===== src/rtl/bfu_pkg.sv =====
package bfu_pkg;

    localparam int XLEN   = 32;
    localparam int SHW    = $clog2(XLEN);
    localparam int CNTW   = SHW + 1;
    localparam int RIDX_W = 5;

    localparam int RD_LO    = 21;
    localparam int FLD_A_LO = 6;
    localparam int FLD_B_LO = 0;

    localparam logic [31:0] OPC_MASK = 32'hFC00C000;
    localparam logic [31:0] OPC_EXT  = 32'h64004000;
    localparam logic [31:0] OPC_INS  = 32'h64008000;

    typedef enum logic [1:0] {
        BF_NONE = 2'd0,
        BF_EXT  = 2'd1,
        BF_INS  = 2'd2
    } bf_op_e;

    typedef struct packed {
        bf_op_e            op;
        logic [RIDX_W-1:0] rd;
        logic [SHW-1:0]    start;
        logic [SHW-1:0]    extent;
    } bf_dec_t;

    typedef struct packed {
        logic [RIDX_W-1:0] rd;
        logic [XLEN-1:0]   data;
        logic              illegal;
    } bf_res_t;

    function automatic logic [XLEN-1:0] low_ones(input logic [CNTW-1:0] n);
        logic [XLEN-1:0] m;
        if (n == '0) m = '0;
        else         m = {XLEN{1'b1}} >> (CNTW'(XLEN) - n);
        return m;
    endfunction

endpackage


===== src/rtl/bfu_decode.sv =====
module bfu_decode
    import bfu_pkg::*;
(
    input  logic [31:0] instr,
    output bf_dec_t     dec
);
    logic is_ext;
    logic is_ins;

    always_comb begin
        is_ext = (instr & OPC_MASK) == OPC_EXT;
        is_ins = (instr & OPC_MASK) == OPC_INS;
        if (is_ext)      dec.op = BF_EXT;
        else if (is_ins) dec.op = BF_INS;
        else             dec.op = BF_NONE;
        dec.rd     = instr[RD_LO +: RIDX_W];
        dec.start  = instr[FLD_B_LO +: SHW];
        dec.extent = instr[FLD_A_LO +: SHW];
    end
endmodule


===== src/rtl/bfu_extract.sv =====
module bfu_extract
    import bfu_pkg::*;
(
    input  logic [XLEN-1:0] src,
    input  logic [SHW-1:0]  start,
    input  logic [SHW-1:0]  width,
    output logic [XLEN-1:0] field,
    output logic            bad
);
    logic [CNTW-1:0] span;

    always_comb begin
        span  = {1'b0, width} + {1'b0, start};
        bad   = (width == '0) || (span > CNTW'(XLEN));
        field = (src >> start) & low_ones({1'b0, width});
    end
endmodule


===== src/rtl/bfu_insert.sv =====
module bfu_insert
    import bfu_pkg::*;
(
    input  logic [XLEN-1:0] src,
    input  logic [XLEN-1:0] dst,
    input  logic [SHW-1:0]  start,
    input  logic [SHW-1:0]  top,
    output logic [XLEN-1:0] merged,
    output logic            bad
);
    logic [CNTW-1:0] width;
    logic [XLEN-1:0] mask;

    always_comb begin
        bad    = top < start;
        width  = {1'b0, top} - {1'b0, start} + CNTW'(1);
        mask   = low_ones(width) << start;
        merged = (dst & ~mask) | ((src << start) & mask);
    end
endmodule


===== src/rtl/bfu_unit.sv =====
module bfu_unit
    import bfu_pkg::*;
(
    input  logic        clk,
    input  logic        rst,
    input  logic        in_valid,
    input  logic [31:0] instr,
    input  logic [31:0] src_val,
    input  logic [31:0] dst_val,
    output logic        out_valid,
    output logic [4:0]  out_rd,
    output logic [31:0] out_result,
    output logic        out_illegal,
    output logic        out_not_mine
);
    bf_dec_t         dec;
    logic [XLEN-1:0] ext_field;
    logic            ext_bad;
    logic [XLEN-1:0] ins_merged;
    logic            ins_bad;
    bf_res_t         nxt;
    bf_res_t         res_q;
    logic            vld_q;
    logic            nm_q;

    bfu_decode u_dec (
        .instr (instr),
        .dec   (dec)
    );

    bfu_extract u_ext (
        .src   (src_val),
        .start (dec.start),
        .width (dec.extent),
        .field (ext_field),
        .bad   (ext_bad)
    );

    bfu_insert u_ins (
        .src    (src_val),
        .dst    (dst_val),
        .start  (dec.start),
        .top    (dec.extent),
        .merged (ins_merged),
        .bad    (ins_bad)
    );

    always_comb begin
        nxt.rd = dec.rd;
        unique case (dec.op)
            BF_EXT: begin
                nxt.illegal = ext_bad;
                nxt.data    = ext_bad ? dst_val : ext_field;
            end
            BF_INS: begin
                nxt.illegal = ins_bad;
                nxt.data    = ins_bad ? dst_val : ins_merged;
            end
            default: begin
                nxt.illegal = 1'b0;
                nxt.data    = dst_val;
            end
        endcase
    end

    always_ff @(posedge clk) begin
        if (rst) begin
            vld_q <= 1'b0;
            nm_q  <= 1'b0;
            res_q <= '0;
        end else begin
            vld_q <= in_valid && (dec.op != BF_NONE);
            nm_q  <= in_valid && (dec.op == BF_NONE);
            if (in_valid && (dec.op != BF_NONE)) res_q <= nxt;
        end
    end

    assign out_valid    = vld_q;
    assign out_not_mine = nm_q;
    assign out_rd       = res_q.rd;
    assign out_result   = res_q.data;
    assign out_illegal  = res_q.illegal;
endmodule


===== config.mk =====
export PLATFORM = sky130hd
export DESIGN_NAME = bfu_unit
export DESIGN_NICKNAME = d
export VERILOG_FILES = /design/src/rtl/bfu_pkg.sv /design/src/rtl/bfu_decode.sv /design/src/rtl/bfu_extract.sv /design/src/rtl/bfu_insert.sv /design/src/rtl/bfu_unit.sv
export SDC_FILE = /design/constraint.sdc
export NUM_CORES = 1
export LEC_CHECK = 0
export ABC_AREA = 0
export BUFFER_PORTS_ARGS = -buffer_cell sky130_fd_sc_hd__buf_2
export CAP_MARGIN = 20
export CORE_MARGIN = 2
export CORE_UTILIZATION = 32
export DETAILED_ROUTE_END_ITERATION = 12
export PLACE_DENSITY = 0.46
export SLEW_MARGIN = 20
export SYNTH_ARGS = -nofsm -noshare
export SYNTH_HDL_FRONTEND = slang
export SYNTH_SLANG_ARGS = --single-unit

===== constraint.sdc =====
create_clock -name clk -period 5.7 [get_ports clk]
set_input_delay 0.57 -clock clk [delete_from_list [all_inputs] [get_ports clk]]
set_output_delay 0.57 -clock clk [all_outputs]
set_load 0.02 [all_outputs]

Word-level counts from Yosys, hierarchy flattened
Index checks and enable logic that the tools add are counted.
- flip-flop bits (word level): 40
- latch bits: 0
- bits in writable memories: 0
- memory bits (read-only): 0
- input bits: 99
- logic and storage cells: 40
- memories: 0
- add/subtract/negate cells: 5
- $mul: 0
- div/mod/pow operators: 0
- magnitude comparators: 2
- equality and inequality tests: 4
- shift operators: 5
- multiplexer cells: 7
- bitwise operators: 5
- reductions and logical operators: 7
- operator list (kind ; count):
    32-bit 2-to-1 mux ; 4
    32-bit bitwise AND ; 3
    33-bit one-hot mux with 2 select lines ; 1
    32-bit by 5-bit << shifter with 32-bit output ; 2
    32-bit by 6-bit right shift with 32-bit output (first input constant) ; 2
    32-bit NOT ; 1
    32-bit bitwise OR ; 1
    32-bit by 5-bit right shift with 32-bit output ; 1
    8-bit by 7-bit == test with 1-bit output (second input constant) ; 2
    5-bit by 5-bit adder with 6-bit output ; 1
    6-bit by 1-bit adder with 6-bit output (second input constant) ; 1
    6-bit greater-than comparator (second input constant) ; 1
    6-bit logical NOT ; 1
    5-bit by 5-bit subtractor with 6-bit output ; 1
    6-bit by 5-bit subtractor with 6-bit output (first input constant) ; 1
    6-bit subtractor (first input constant) ; 1
    5-bit logical NOT ; 1
    5-bit less-than comparator ; 1
    2-bit 2-to-1 mux ; 2
    2-bit by 1-bit == test with 1-bit output (second input constant) ; 1
    2-bit == test (second input constant) ; 1
    1-bit logical AND ; 2
    2-bit logical NOT ; 1
    2-bit nonzero test ; 1
    1-bit logical OR ; 1

Logic depth before layout (Yosys ltp)
- depth after elaboration: 11
- mapped depth: 22
- depth with buffers taken out: 18

Cells and area by module
From an unflattened synthesis, not the netlist that was laid out.
- cells, all modules: 1225
- area total of the unflattened synthesis: 9208.8 um^2
- by module, submodules not included (module ; instances ; cells each ; area an instance (um^2) ; sequential area each (um^2)):
    bfu_insert ; 1 ; 657 ; 4409.2 ; 0.0
    bfu_extract ; 1 ; 320 ; 2558.7 ; 0.0
    bfu_unit ; 1 ; 227 ; 2078.2 ; 800.8
    bfu_decode ; 1 ; 21 ; 162.7 ; 0.0

Worst setup path after synthesis
OpenSTA, ideal clock, no wires.
- path type: input to register
- start point: in instr[1]
- end point: reg res_q (netlist bit out_result[25])
- setup time: 0.132 ns
- data arrival time: 5.145 ns
- required time: 5.568 ns
- path slack: 0.422 ns
- stages: 20
- buffers on the path: 4
- path through: clkbuf_1 > inv_2 > buf_1 > buf_1 > ha_1 > inv_1 > ha_1 > inv_1 > fa_1 > or3b_1 > nor2_1 > nand3_1 > mux2i_4 > buf_6 > o21ai_0 > o22ai_1 > mux2i_1 > a311oi_1 > mux2i_1 > o32ai_1
- cells in the longest elaborated chain, start to end: 11
- RTL lines (what ; line ; RTL):
    start: declaration ; bfu_unit.sv:7 ; input logic [31:0] instr,
    5-bit by 5-bit subtractor with 6-bit output ; bfu_insert.sv:16 ; width = {1'b0, top} - {1'b0, start} + CNTW'(1);
    6-bit by 1-bit adder with 6-bit output ; bfu_insert.sv:16 ;
    6-bit subtractor ; bfu_pkg.sv:38 ; else m = {XLEN{1'b1}} >> (CNTW'(XLEN) - n);
    32-bit by 6-bit right shift with 32-bit output ; bfu_pkg.sv:38 ;
    32-bit 2-to-1 mux ; bfu_pkg.sv:37 ; if (n == '0) m = '0;
    32-bit by 5-bit << shifter with 32-bit output ; bfu_insert.sv:17 ; mask = low_ones(width) << start;
    32-bit NOT ; bfu_insert.sv:18 ; merged = (dst & ~mask) | ((src << start) & mask);
    32-bit bitwise AND ; bfu_insert.sv:18 ;
    32-bit bitwise OR ; bfu_insert.sv:18 ;
    32-bit 2-to-1 mux ; bfu_unit.sv:57 ; nxt.data = ins_bad ? dst_val : ins_merged;
    33-bit one-hot mux with 2 select lines * ; bfu_unit.sv:50 ; unique case (dec.op)
    end signal: assignment ; bfu_unit.sv:74 ; if (in_valid && (dec.op != BF_NONE)) res_q <= nxt;
    end: declaration ; bfu_unit.sv:22 ; bf_res_t res_q;
Every way passes the cells marked *; elsewhere a longest branch is shown, timed or not.
A chain may end at the register's enable or synchronous reset.

Worst setup path after layout
Same ends and word-level chain as after synthesis.

==> results_dict.tcl <==
set metrics [dict create \
    outcome "complete, no violations" \
    crit_buf_inv 5 \
    worstPathRequired_ps 5840 \
    cts-root-buf "clkbuf_16" \
    clock_skew_ps 0 \
    post-route-util_pct 36.5 \
    setup_tns_ps 0 \
    antenna_found_initial 0 \
    end_kind "register" \
    wl_met1_mm 18.4 \
    synthTopCellsByCount "nor2_1 (180), nand2_1 (113), o21ai_0 (83)" \
    synth_cells 1195 \
    ant_nets 0 \
    ys.flop_type "dfxtp_1" \
    cts_hold_buf 0 \
    drt-pass1-iter-count 5 \
    synth-async-reset-ratio_pct 0 \
    cts_setup_buffers 0 \
    yosysWarnings 0 \
    core_region_area_mm2 0.0260 \
    insertion_delay_ps 290 \
    powerDensity_mw_per_mm2 187 \
    syn_nets 1322 \
    clock_tree.buffer_depth 2 \
    switching_share_pct 51.0 \
    synthAdderAreaFrac_pct 4.78 \
    grt_pass1_vias 9104 \
    max_freq_mhz 202 \
    period_share_pct 86.8 \
    cts_tree "built" \
    vias 10000 \
    hold_violations 0 \
    wirelength_mm 39.1 \
    portBuffers 129 \
    avgViaCountPerCell 6.28 \
    r2r-start "out_result[13]$_SDFFE_PP0P_" \
    ys_ff_latch 40 \
    cp_top_family "adder cells" \
    synth_most_common_cell "nor2_1" \
    ys_types 95 \
    synth_area_leaders "mux4_2 (11%), dfxtp_1 (9.5%), nor2_1 (8.0%)" \
    yosys.area_share.xor_xnor_pct 1.32 \
    routedWlPerCell_um 24.5 \
    clkSinkCount 40 \
    rows 59 \
    area_delta_synth_final_pct 12.4 \
    fin_crit_ps 4950 \
    die-height_um 166 \
    synth_top_family_by_area "compound AO/OA/AOI/OAI gates" \
    grt_max_degree 90 \
    drt_iter0_markers 1188 \
    grt.total_usage_pct 27.1 \
    crit_fanout 13 \
    die_area_mm2 0.0277 \
    power_frac_clock_pct 17.1 \
    comb_power_share_pct 67.0 \
    die_x_um 166 \
    crit_chain "buf_4 > inv_2 > ha_1 > inv_1 > ha_1 > inv_1 > fa_1 > or3b_1 > nor2_1 > nand3_1 > mux2i_4 > buf_4 > o211ai_1 > o31ai_2 > mux2i_1 > a311oi_1 > mux2i_1 > o32ai_1" \
    startpoint_type "primary input" \
    p_leak_nw 3.66 \
    synth_simple_gate_area_share_pct 25.2 \
    synth_top_area_cell "mux4_2" \
    dpl.hpwl_mm 30.4 \
    seqPwrFrac_pct 15.9 \
    yosysTopAreaCellShare_pct 10.7 \
    nets 1385 \
    cts_inserted_buffers 5 \
    worst_pin_slew_ps 1090 \
    clkTransAtPathRegs_ps 60 \
    rsz0062_at_grt "no" \
    final_layout_size_suffix_gt1_share_pct 20.5 \
    setup_violations 0 \
    wl_met3_mm 3.07 \
    slowest_stage "fa_1" \
    reg2reg_setup_slack_ps 4370 \
    start_util_pct 32.5 \
    vdd.ir_drop.worst_mv 0.0990 \
    hold_start "out_rd[4]$_SDFFE_PP0P_" \
    p_switching_mw 0.904 \
    synthMuxAreaShare_pct 19.2 \
    h-tree-depth 2 \
    synth-compound-area-share_pct 33.9 \
    drc_errors 0 \
    cts_resized 0 \
    worst-endpoint-arrival_ps 5090 \
    io_pins 139 \
    synth_edf_count 0 \
    top_layer "met4" \
    syn_area_per_cell_um2 7.06 \
    grt_overflow 0 \
    synth_area_mm2 0.00843 \
    yosysSeqAreaShare_pct 9.49 \
    intPower_mw 0.870 \
    max_cap_viol_count 0 \
    grt_pass1_wl_mm 58.6 \
    route.met2.wl_mm 16.6 \
    slew_violations 0 \
    gp_congestion 1.00 \
    slowest_delay_ps 760 \
    hold_class "register to register" \
    relSlewSlack_pct 26.1 \
    n_fill_cell 2848 \
    cp-startpoint "instr[1]" \
    critical_path_class "primary input to register" \
    n_antenna_cell 0 \
]
-- tightest hold or removal path, stage by stage (launching register included) --
cell and delay, ps:
dfxtp_1 310, nand2_1 50, a21oi_1 50
-- cells in the final DEF (no fill, tap or decap), types with 8 or more instances in the layout --
cell type	Yosys	layout
o221ai_1	10	10
o22ai_1	28	28
mux2_2	11	11
a21oi_1	81	80
nor3_1	31	31
nand2_1	113	113
o21ai_0	83	83
ha_1	25	25
a211oi_1	23	23
a31oi_1	15	15
a21o_1	10	10
nor2b_1	12	12
inv_1	28	27
o32ai_1	8	8
nand3_1	35	35
dfxtp_1	40	40
mux4_2	40	40
a22oi_1	8	8
buf_4	1	32
mux2i_1	56	56
nand2b_1	17	17
o211ai_1	22	22
or2_2	11	11
nor2_1	180	180
a221oi_1	12	12
and2_1	8	8
buf_2	5	127
-- power by group through the flow --
stage	clock network (mW)	registers, mW	logic, mW
floorplan	0	0.290	0.771
global placement	0	0.288	1.16
detailed placement	0	0.288	1.15
CTS	0.306	0.282	1.16
global route	0.314	0.282	1.26
finish	0.304	0.282	1.19
-- through the flow --
| step | instances | hold WS, ps | setup WS (ps) | instance area [um^2] | power, mW |
|---|---|---|---|---|---|
| global route | 1594 | 483 | 527 | 9480 | 1.86 |
| detailed placement | 1586 | 446 | 549 | 9340 | 1.44 |
| finish | 1594 | 452 | 755 | 9480 | 1.77 |
| floorplan | 1195 | 535 | 422 | 8430 | 1.06 |
| CTS | 1594 | 455 | 823 | 9480 | 1.74 |
| global placement | 1586 | 441 | 294 | 9330 | 1.45 |
-- cell families after synthesis --
logic type | after synthesis
compound gates | 412
xor+xnor | 11
fa+ha+maj | 31
buf+inv | 132
flops | 40
mux | 109
simple gates | 460
-- path summary, 6_finish.rpt --
check | to | cells past startpoint
max | out_result[25]$_SDFFE_PP0P_ | 18
min | out_rd[4]$_SDFFE_PP0P_ | 2
max reg2reg | out_result[13]$_SDFFE_PP0P_ | 3
min reg2reg | out_rd[4]$_SDFFE_PP0P_ | 2
-- metal layers --
| metal | vias to the layer above | track usage (%) |
|---|---|---|
| li1 | 4664 | - |
| met1 | 4810 | 40.5 |
| met2 | 476 | 40.1 |
| met3 | 55 | 4.43 |
| met4 | 0 | 7.27 |
| met5 | - | 0 |
-- state kept, by name, indices dropped and copies added, names as in the netlist --
register and flops:
out_result 32, out_not_mine 1, out_illegal 1, out_valid 1, out_rd 5
-- final cells by class --
class / count / area [um^2] / share of cell area, %
flip-flops and latches: 40 / 801 / 8.44
multi-input cells: 1023 / 7130 / 75.2
well taps: 335 / 419 / 4.42
repair buffers: 159 / 876 / 9.24
inverters: 29 / 109 / 1.15
clock buffers: 8 / 146 / 1.54
Power figures use the tool's default switching activity.
